===== src/rtl/sar_seq_pkg.sv =====
package sar_seq_pkg;

  typedef enum logic [2:0] {
    PH_IDLE   = 3'd0,
    PH_SAMPLE = 3'd1,
    PH_BREAK  = 3'd2,
    PH_INVERT = 3'd3,
    PH_REDIST = 3'd4
  } phase_e;

  localparam int SW_W   = 4;
  localparam int SW_IN  = 0;
  localparam int SW_MID = 1;
  localparam int SW_VDD = 2;
  localparam int SW_GND = 3;

  typedef logic [SW_W-1:0] sw_t;

  function automatic sw_t sw_code(input int idx);
    return sw_t'(1) << idx;
  endfunction

  // decision: top node above mid-rail means the input is below the trial level
  function automatic logic decision_bit(input logic cmp_above);
    return ~cmp_above;
  endfunction

  function automatic sw_t plate_switch(input phase_e ph, input logic reached, input logic dir);
    sw_t s;
    case (ph)
      PH_SAMPLE: s = sw_code(SW_IN);
      PH_BREAK:  s = '0;
      PH_REDIST: s = reached ? (dir ? sw_code(SW_VDD) : sw_code(SW_GND)) : sw_code(SW_MID);
      default:   s = sw_code(SW_MID);
    endcase
    return s;
  endfunction

endpackage


===== src/rtl/sar_phase_seq.sv =====
module sar_phase_seq
  import sar_seq_pkg::*;
#(
  parameter int NBITS = 8,
  localparam int IW = $clog2(NBITS)
) (
  input  logic          clk,
  input  logic          rst_n,
  input  logic          en,
  input  logic          start,
  output phase_e        phase,
  output logic [IW-1:0] bit_idx,
  output logic          decide_evt,
  output logic          last_evt
);

  phase_e        phase_q;
  logic [IW-1:0] idx_q;
  logic          half_q;

  always_ff @(posedge clk or negedge rst_n) begin
    if (!rst_n) begin
      phase_q <= PH_IDLE;
      idx_q   <= '0;
      half_q  <= 1'b0;
    end else if (!en) begin
      phase_q <= PH_IDLE;
      idx_q   <= '0;
      half_q  <= 1'b0;
    end else begin
      case (phase_q)
        PH_IDLE:   if (start) phase_q <= PH_SAMPLE;
        PH_SAMPLE: phase_q <= PH_BREAK;
        PH_BREAK:  phase_q <= PH_INVERT;
        PH_INVERT: begin
          phase_q <= PH_REDIST;
          idx_q   <= IW'(NBITS - 2);
          half_q  <= 1'b0;
        end
        PH_REDIST: begin
          if (!half_q) begin
            half_q <= 1'b1;
          end else begin
            half_q <= 1'b0;
            if (idx_q == '0) phase_q <= PH_IDLE;
            else             idx_q   <= idx_q - 1'b1;
          end
        end
        default: phase_q <= PH_IDLE;
      endcase
    end
  end

  assign phase      = phase_q;
  assign bit_idx    = idx_q;
  assign decide_evt = en && ((phase_q == PH_INVERT) || (phase_q == PH_REDIST && half_q));
  assign last_evt   = en && (phase_q == PH_REDIST) && half_q && (idx_q == '0);

  AST_BUSY_NO_RESTART: assert property (@(posedge clk) disable iff (!rst_n)
    (phase_q != PH_IDLE) |=> (phase_q != PH_SAMPLE));

  AST_DISABLE_IDLES: assert property (@(posedge clk) disable iff (!rst_n)
    (!en) |=> (phase_q == PH_IDLE));

endmodule


===== src/rtl/sar_bit_reg.sv =====
module sar_bit_reg
  import sar_seq_pkg::*;
#(
  parameter int NBITS = 8,
  localparam int IW = $clog2(NBITS)
) (
  input  logic             clk,
  input  logic             rst_n,
  input  phase_e           phase,
  input  logic [IW-1:0]    bit_idx,
  input  logic             decide_evt,
  input  logic             last_evt,
  input  logic             cmp_hi,
  output logic [NBITS-1:0] trial,
  output logic [NBITS-1:0] result,
  output logic             done
);

  always_ff @(posedge clk or negedge rst_n) begin
    if (!rst_n) begin
      trial  <= '0;
      result <= '0;
      done   <= 1'b0;
    end else begin
      done <= 1'b0;
      if (phase == PH_SAMPLE) trial <= '0;
      if (decide_evt) begin
        if (phase == PH_INVERT) trial[NBITS-1] <= decision_bit(cmp_hi);
        else                    trial[bit_idx] <= decision_bit(cmp_hi);
      end
      if (last_evt) begin
        result <= {trial[NBITS-1:1], decision_bit(cmp_hi)};
        done   <= 1'b1;
      end
    end
  end

  AST_DONE_ONE_TICK: assert property (@(posedge clk) disable iff (!rst_n)
    done |=> !done);

  AST_RESULT_HELD: assert property (@(posedge clk) disable iff (!rst_n)
    (!done) |-> $stable(result));

  AST_DONE_AFTER_LAST: assert property (@(posedge clk) disable iff (!rst_n)
    $rose(done) |-> $past(last_evt));

endmodule


===== src/rtl/sar_plate_drv.sv =====
module sar_plate_drv
  import sar_seq_pkg::*;
#(
  parameter int NBITS = 8,
  localparam int NP = NBITS - 1,
  localparam int IW = $clog2(NBITS)
) (
  input  phase_e            phase,
  input  logic [IW-1:0]     bit_idx,
  input  logic [NBITS-1:1]  dir_bits,
  output logic [SW_W*NP-1:0] plate_sel,
  output logic              top_rst
);

  for (genvar k = 0; k < NP; k++) begin : g_plate
    logic reached;
    sw_t  sel;
    assign reached = (phase == PH_REDIST) && (IW'(k) >= bit_idx);
    assign sel     = plate_switch(phase, reached, dir_bits[k+1]);
    assign plate_sel[SW_W*k +: SW_W] = sel;

    always_comb begin
      AST_PLATE_ONEHOT0: assert ($onehot0(sel));
    end
  end

  assign top_rst = (phase == PH_IDLE) || (phase == PH_SAMPLE);

endmodule


===== src/rtl/sar_seq_ctrl.sv =====
module sar_seq_ctrl
  import sar_seq_pkg::*;
#(
  parameter int NBITS = 8,
  localparam int NP = NBITS - 1,
  localparam int IW = $clog2(NBITS),
  localparam int PW = SW_W * NP
) (
  input  logic             clk,
  input  logic             rst_n,
  input  logic             en,
  input  logic             start,
  input  logic             cmp_hi,
  output logic [PW-1:0]    plate_sel,
  output logic             top_rst,
  output logic [NBITS-1:0] result,
  output logic             done
);

  phase_e           phase;
  logic [IW-1:0]    bit_idx;
  logic             decide_evt;
  logic             last_evt;
  logic [NBITS-1:0] trial;

  sar_phase_seq #(.NBITS(NBITS)) u_seq (
    .clk(clk), .rst_n(rst_n), .en(en), .start(start),
    .phase(phase), .bit_idx(bit_idx), .decide_evt(decide_evt), .last_evt(last_evt)
  );

  sar_bit_reg #(.NBITS(NBITS)) u_bits (
    .clk(clk), .rst_n(rst_n), .phase(phase), .bit_idx(bit_idx),
    .decide_evt(decide_evt), .last_evt(last_evt), .cmp_hi(cmp_hi),
    .trial(trial), .result(result), .done(done)
  );

  sar_plate_drv #(.NBITS(NBITS)) u_drv (
    .phase(phase), .bit_idx(bit_idx), .dir_bits(trial[NBITS-1:1]),
    .plate_sel(plate_sel), .top_rst(top_rst)
  );

  logic [PW-1:0] all_mid;
  logic          any_in;
  always_comb begin
    all_mid = '0;
    any_in  = 1'b0;
    for (int k = 0; k < NP; k++) begin
      all_mid[SW_W*k + SW_MID] = 1'b1;
      any_in = any_in | plate_sel[SW_W*k + SW_IN];
    end
  end

  for (genvar k = 0; k < NP; k++) begin : g_bbm
    AST_BREAK_BEFORE_MAKE: assert property (@(posedge clk) disable iff (!rst_n)
      plate_sel[SW_W*k + SW_IN] |=> ((plate_sel[SW_W*k +: SW_W] & ~sw_code(SW_IN)) == '0));
  end

  AST_PARK_WHEN_OFF: assert property (@(posedge clk) disable iff (!rst_n)
    (!en) |=> (top_rst && (plate_sel == all_mid)));

  AST_TOP_OPEN_NO_INPUT: assert property (@(posedge clk) disable iff (!rst_n)
    (!top_rst) |-> (!any_in));

  AST_DONE_PARKED: assert property (@(posedge clk) disable iff (!rst_n)
    done |-> (top_rst && (plate_sel == all_mid)));

endmodule


===== config.mk =====
export PLATFORM = sky130hd
export DESIGN_NAME = sar_seq_ctrl
export DESIGN_NICKNAME = d
export VERILOG_FILES = /design/src/rtl/sar_seq_pkg.sv /design/src/rtl/sar_phase_seq.sv /design/src/rtl/sar_bit_reg.sv /design/src/rtl/sar_plate_drv.sv /design/src/rtl/sar_seq_ctrl.sv
export SDC_FILE = /design/constraint.sdc
export NUM_CORES = 1
export LEC_CHECK = 0
export ABC_CLOCK_PERIOD_IN_PS = 3200
export BUFFER_PORTS_ARGS = -buffer_cell sky130_fd_sc_hd__buf_2
export CAP_MARGIN = 15
export CORE_MARGIN = 4
export CORE_UTILIZATION = 43
export DETAILED_ROUTE_END_ITERATION = 12
export PLACE_DENSITY_LB_ADDON = 0.08
export SLEW_MARGIN = 20
export SYNTH_ARGS = -nofsm -noshare
export SYNTH_HDL_FRONTEND = slang
export SYNTH_SLANG_ARGS = --single-unit
export TNS_END_PERCENT = 5

===== constraint.sdc =====
create_clock -name clk -period 3.2 [get_ports clk]
set_input_delay 0.32 -clock clk [delete_from_list [all_inputs] [get_ports clk]]
set_output_delay 0.32 -clock clk [all_outputs]
set_load 0.02 [all_outputs]

==> results of run 1 <==
## worst max-delay path, delay by kind of cell (launching register included)
kind	cells	cell delay (ps)
compound gates	1	260
buf+inv	1	180
flops	1	540
simple gates	2	770
## report_power, final
part,total [mW],leakage [nW],switching [mW],internal (mW)
registers,0.318,0.312,0.0201,0.298
clock network,0.137,0.0150,0.0887,0.0487
logic,0.177,0.561,0.119,0.0577
total,0.632,0.888,0.228,0.404
## flip-flops by register name, summed over array words and instances (netlist names)
| signal | count |
|---|---|
| u_seq.half_q | 1 |
| u_bits.trial | 7 |
| u_bits.done | 1 |
| u_seq.bit_idx | 3 |
| u_bits.result | 8 |
| u_seq.phase | 3 |
## worst max path at each step
| stage | depth (start not counted) | endpoint |
|---|---|---|
| final | 4 | plate_sel[25] |
| after global routing | 4 | plate_sel[7] |
| after CTS | 4 | plate_sel[25] |
| after detailed placement | 4 | plate_sel[25] |
| after global placement | 4 | plate_sel[25] |
| after floorplan | 5 | plate_sel[12] |
## cell families (layout without fill, tap and decap cells)
group / count (synthesis) / in the layout
AO/OA/AOI/OAI: 18 / 18
XOR/XNOR: 1 / 1
adder cells (fa/ha/maj): 4 / 4
buffers and inverters: 23 / 55
flip-flops: 23 / 23
multiplexers: 16 / 16
AND/OR/NAND/NOR: 60 / 60
## cell type report
class / instances / area [sq um] / share of cell area [%]
multi-input cells: 99 / 724 / 44.4
well taps: 44 / 55.1 / 3.37
inverters: 8 / 30.0 / 1.84
repair buffers: 43 / 220 / 13.5
clock buffers: 4 / 26.3 / 1.61
flip-flops and latches: 23 / 576 / 35.3
## cells in the mapped netlist (4+ instances only)
| library cell | n | area, sq um |
|---|---|---|
| nor2_1 | 12 | 45.0 |
| mux2i_1 | 9 | 90.1 |
| buf_4 | 6 | 45.0 |
| dfrtp_1 | 23 | 576 |
| ha_1 | 4 | 50.1 |
| nand2_1 | 11 | 41.3 |
| inv_1 | 8 | 30.0 |
| mux2_2 | 7 | 78.8 |
| clkbuf_1 | 4 | 15.0 |
| nor2b_1 | 8 | 50.1 |
| and2_1 | 6 | 37.5 |
## stage by stage
step	hold slack [ps]	utilization (%)	setup slack (ps)	cell area, sq um	power (mW)
after floorplan	24.4	-	1250	1420	0.453
after global placement	328	51.4	1220	1600	0.499
after detailed placement	334	51.4	1180	1600	0.501
after CTS	240	52.6	809	1630	0.641
after global routing	249	52.6	635	1630	0.674
final	249	52.6	803	1630	0.632
## per-layer routing
metal	vias to the layer above	GRT usage [%]	share of wire (%)
met5	-	0	0
met4	0	6.99	2.2
met3	8	3.76	5.3
met2	35	29.6	49
met1	557	21.9	43
li1	560	-	-
## cells in the final DEF, fill, tap and decap left out, types with 2 or more instances in the layout
cell type and n:
o21bai_1 2, and3b_1 2, mux2i_1 9, ha_1 4, mux2_2 7, nor2_1 12
nor4_1 3, nand4_1 3, nor2b_1 8, and3_1 2, buf_2 42, nor3_1 2
dfrtp_1 23, or3b_2 2, nand3_1 2, clkbuf_4 3, nand2_1 11, a32oi_1 2
and2_1 6, a31oi_1 2, inv_1 8, a21oi_1 3, o21a_1 2
==> results.md, run 1 <==
- Synth Warn #: 0
- Vias post-DR: 1,160
- Top FF cell, synth: dfrtp_1
- Final TNS setup: 0 ps
- CP Class: flop to output port
- Initial drt markers: 57
- Post-synthesis cell type count: 41
- Worst reg2reg setup slack: 1220 ps
- Crit. End Element: output port
- Top-Level Pins: 43
- Total Routing Usage GR: 17.6%
- Clock sinks: 23
- R2R depth: 5
- Worst-path cell chain: nor4b_4, o21ba_2, nor2b_1, buf_2
- Worst-skew pair later-pin latency: 320 ps
- H-tree depth: 1
- WHS Endpoint: u_seq.phase[0]
- Final Setup Violations: 0
- Nets: 187
- Tmin final: 2400 ps
- RSZ-0062 raised after global routing: false
- Mapped Avg Cell Area: 9.79 sq um
- Hpwl dp: 2.45 mm
- Reg2reg end: u_seq.bit_idx[2]
- Mux share of post-synthesis cell area: 11.9%
- Pin count of the biggest net entering global routing: 24
- Via-per-instance ratio: 5.25
- Placed Instances: 216
- PostCTS Resize Cnt: 0
- Initial antenna violation count: 0
- Antenna-violating nets left: 0
- Fill cell count: 311
- Sequential area share after synthesis: 40.5%
- DRC viols: 0
- FMAX: 417 MHz
- Die Span X: 65.5 um
- Hold-fix buffers at CTS: 1
- CTS Buffer Depth: 2
- Post-CTS Repair Setup Buffers: 0
- Clk_skew: 9.02 ps
- First-pass GRT wire length: 5.80 mm
- IO buf count: 42
- Vias in the first global route: 1,177
- Share of layout cells above drive strength 1: 32.2%
- Hold Path Stages: 3
- Worst reg2reg startpoint: u_seq.bit_idx[0]
- P_leak: 0.888 nW
- Hold Fails Final Rpt: 0
- Core Area: 0.00310 sq mm
- Main combinational cell family by area after synthesis: simple AND/OR/NAND/NOR gates
- Average wire per standard cell: 15.0 um
- Post-synthesis xor/xnor area fraction: 0.617%
- CP startpoint: u_seq.phase[0]
- Total CTS buffers: 3
- EDFF count, synth: 0
- Starting density of the core: 45.8%
- Synthesized area: 0.00142 sq mm
- Slowest CP cell: nor4b_4
- Startpoint Class: flop
- PwrDens: 387 mW/mm^2
- Hold Startpoint: start
- Largest fanout on the critical path: 12
- Die area: 0.00429 sq mm
- Post-Synth Adder-Cell Area: 3.52%
- VDD IR max: 0.171 mV
- CTS tree: done
- Non-Filler Instances: 221
- Crit path required time: 2880 ps
- Max_slew headroom: 57.3%
- Yosys reg bits: 23
- Hold Crit Class: input pin to flop
- GRT Residual Overflow: 0
- Slew Limit Fails: 0
- Final worst path period share: 74.9%
- Crit path DAT: 2080 ps
- Drt pass-1 iters: 4
- Post-Synth Simple-Gate Area: 25.7%
- Final Wtd Congestion: 0.877
- Cells after synthesis: 145
- WL final: 3.30 mm
- Synth Area in Compound Gates: 9.25%
- CTS root buf: clkbuf_4
- Reg clk slew, reported paths: 130 ps
- Worst Tran Pin Value: 638 ps
- Syn_nets: 154
- P&R area growth vs syn: 14.9%
- Row cnt: 20
- Post-synthesis async set-or-reset flop share: 100%
- CP peak stage delay: 650 ps
- Die height: 65.5 um
- # diodes: 0
- Status: complete, no violations
- MaxCap Viol Count: 0
Note: power is estimated with default switching activity, not from simulation.
==> inputs of run 2 (changes only) <==
- ABC_CLOCK_PERIOD_IN_PS: 3200 -> 2260
- clock period: 3.2 -> 2.26 ns (I/O delays scaled with it)
==> run 2 against run 1 <==
Final cell count is 1.4% higher. Wire length is 3.2% higher. Highest routed layer unchanged. Sequential cell count stayed put. Global-route usage is 0.062 points lower. Critical path type unchanged. Largest cell class unchanged. Non-clock buffer count is 3 higher.
==> results.md, run 2 (synthesized netlist as in run 1, its figures left out) <==
- Total CTS buffers: 3 (unchanged)
- Top-Level Pins: 43 (unchanged)
- Reg clk slew, reported paths: 130 ps (about the same)
- Placed cell areas: 0.00161 sq mm (+0.94%)
- Final Setup Violations: 0 (unchanged)
- CP Class: flop to output port
- Die area: 0.00429 sq mm (unchanged)
- Vias in the first global route: 1,139 (-3.2%)
- DRC viols: 0 (unchanged)
- Worst reg2reg startpoint: u_seq.phase[0]
- Startpoint Class: flop
- Final worst path period share: 95.4%
- Initial antenna violation count: 0 (unchanged)
- Crit. End Element: output port
- First-pass GRT wire length: 5.75 mm (-0.95%)
- CTS root buf: clkbuf_4
- Total Routing Usage GR: 17.5% (-0.062 points)
- Max_slew headroom: 55.8% (-1.5 points)
- Clk_skew: 1.36 ps (-7.66 ps)
- VDD IR max: 0.308 mV (+80%)
- Average wire per standard cell: 15.2 um (+1.9%)
- Nets: 190 (+1.6%)
- Largest registers: u_bits.result (8), u_bits.trial (7)
- CTS Buffer Depth: 2 (unchanged)
- Crit path max-delay family: simple AND/OR/NAND/NOR gates
- Share of layout cells above drive strength 1: 37.2% (+5.0 points)
- Slowest CP cell: dfrtp_2
- Row cnt: 20 (unchanged)
- IO buf count: 42 (unchanged)
- CTS tree: done
- Core Area: 0.00310 sq mm (unchanged)
- Total Power: 0.909 mW (+44%)
- P&R area growth vs syn: 17.2%
- Buffers plus inverters on the worst setup path: 1 (unchanged)
- Highest metal used: met4
- Hpwl dp: 2.49 mm (+1.6%)
- Worst-path cell chain: or3b_1, o21ba_2, nor2b_1, buf_2
- Crit path DAT: 1930 ps (-150 ps)
- Largest fanout on the critical path: 12 (unchanged)
- Met1 WL: 1.49 mm (+4.3%)
- Hold Crit Class: input pin to flop
- Pin count of the biggest net entering global routing: 24 (unchanged)
- Largest register by flop count: u_bits.result
- Clock sinks: 23 (unchanged)
- Tmin final: 2160 ps
- Max reg flops: 8 (unchanged)
- Commonest cells after routing, fill and taps aside: buf_2 (42), dfrtp_1 (18), nor2_1 (12)
- GRT Residual Overflow: 0 (unchanged)
- Final instance area: 0.00166 sq mm (+2.0%)
- Metal2 WL: 1.70 mm (+4.2%)
- H-tree depth: 1 (unchanged)
- Worst-skew pair later-pin latency: 330 ps (about the same)
- Hold Path Stages: 3 (unchanged)
- Die height: 65.5 um (unchanged)
- CP peak stage delay: 520 ps (-130 ps)
- P_leak: 0.899 nW (+1.2%)
- FMAX: 464 MHz
- Met3 Wirelength: 174 um (-0.57%)
- Status: complete, no violations
- Drt pass-1 iters: 4 (unchanged)
- PwrDens: 546 mW/mm^2 (+41%)
- Initial drt markers: 52 (-8.8%)
- Vias post-DR: 1,170 (+0.86%)
- Crit path required time: 2030 ps (-850 ps)
- R2R depth: 3 (-2)
- MaxCap Viol Count: 0 (unchanged)
- Hold Fails Final Rpt: 0 (unchanged)
- WHS Endpoint: u_seq.phase[0]
- # diodes: 0 (unchanged)
- Most common cell after layout, fill and taps aside: buf_2
- Via-per-instance ratio: 5.22 (-0.49%)
- Die Span X: 65.5 um (unchanged)
- Final TNS setup: 0 ps (unchanged)
- WL final: 3.41 mm (+3.2%)
- Worst reg2reg setup slack: 290 ps (-930 ps)
- Final Wtd Congestion: 0.880 (+0.40%)
- CP startpoint: u_seq.phase[0]
- Worst Tran Pin Value: 646 ps (+8.06 ps)
- Starting density of the core: 45.8% (unchanged)
- Hold Startpoint: start
- Reg2reg end: u_seq.bit_idx[0]
- Slew Limit Fails: 0 (unchanged)
- RSZ-0062 raised after global routing: false
- Antenna-violating nets left: 0 (unchanged)
## run 2: worst max-delay path by stage
stage          slack (ps)  cells past startpoint          endpoint
2_1_floorplan         400                      5     plate_sel[12]
3_3_place_gp          430                      4     plate_sel[25]
3_5_place_dp          390                      5  u_seq.bit_idx[2]
4_1_cts                30                      4     plate_sel[25]
5_1_grt                30                      4     plate_sel[25]
6_report              100                      4     plate_sel[25]
## run 2: layout make-up
cell class	instances	area [sq um]
inverter	8	30.0
fill	308	1440
clock buffer	3	22.5
multi-input combinational	99	727
tap	44	55.1
clock inverter	1	5.00
timing repair buffer	46	243
sequential	23	582
## run 2: worst register-to-register path, cell delays in order (launching register included)
cell and delay [ps]:
dfrtp_2 520, or3b_1 520, a2111oi_0 650, o21bai_1 210
## run 2: per-layer routing
layer | up-vias | GRT usage, %
li1 | 566 | -
met1 | 567 | 22.9
met2 | 32 | 28.7
met3 | 5 | 3.08
met4 | 0 | 6.99
met5 | - | 0
## run 2: where the power goes
part	internal, mW	total, mW	switching [mW]
Combinational	0.0845	0.253	0.168
Sequential	0.424	0.453	0.0293
Clock	0.0665	0.204	0.137
## run 2: timing repair
action,4_1_cts,5_1_grt
gates resized for setup,0,6
setup buffers,0,1
hold buffers,1,0
hold endpoints to repair,23,0
endpoints found under the setup margin,0,15
## run 2: stage by stage
step / hold slack, ps / std cells / setup slack, ps / util, %
2_1_floorplan: -69.6 / 145 / 402 / -
3_3_place_gp: 235 / 218 / 430 / 51.9
3_5_place_dp: 238 / 218 / 391 / 51.9
4_1_cts: 149 / 223 / 29.1 / 53.1
5_1_grt: 162 / 224 / 29.5 / 53.6
6_report: 154 / 224 / 103 / 53.6
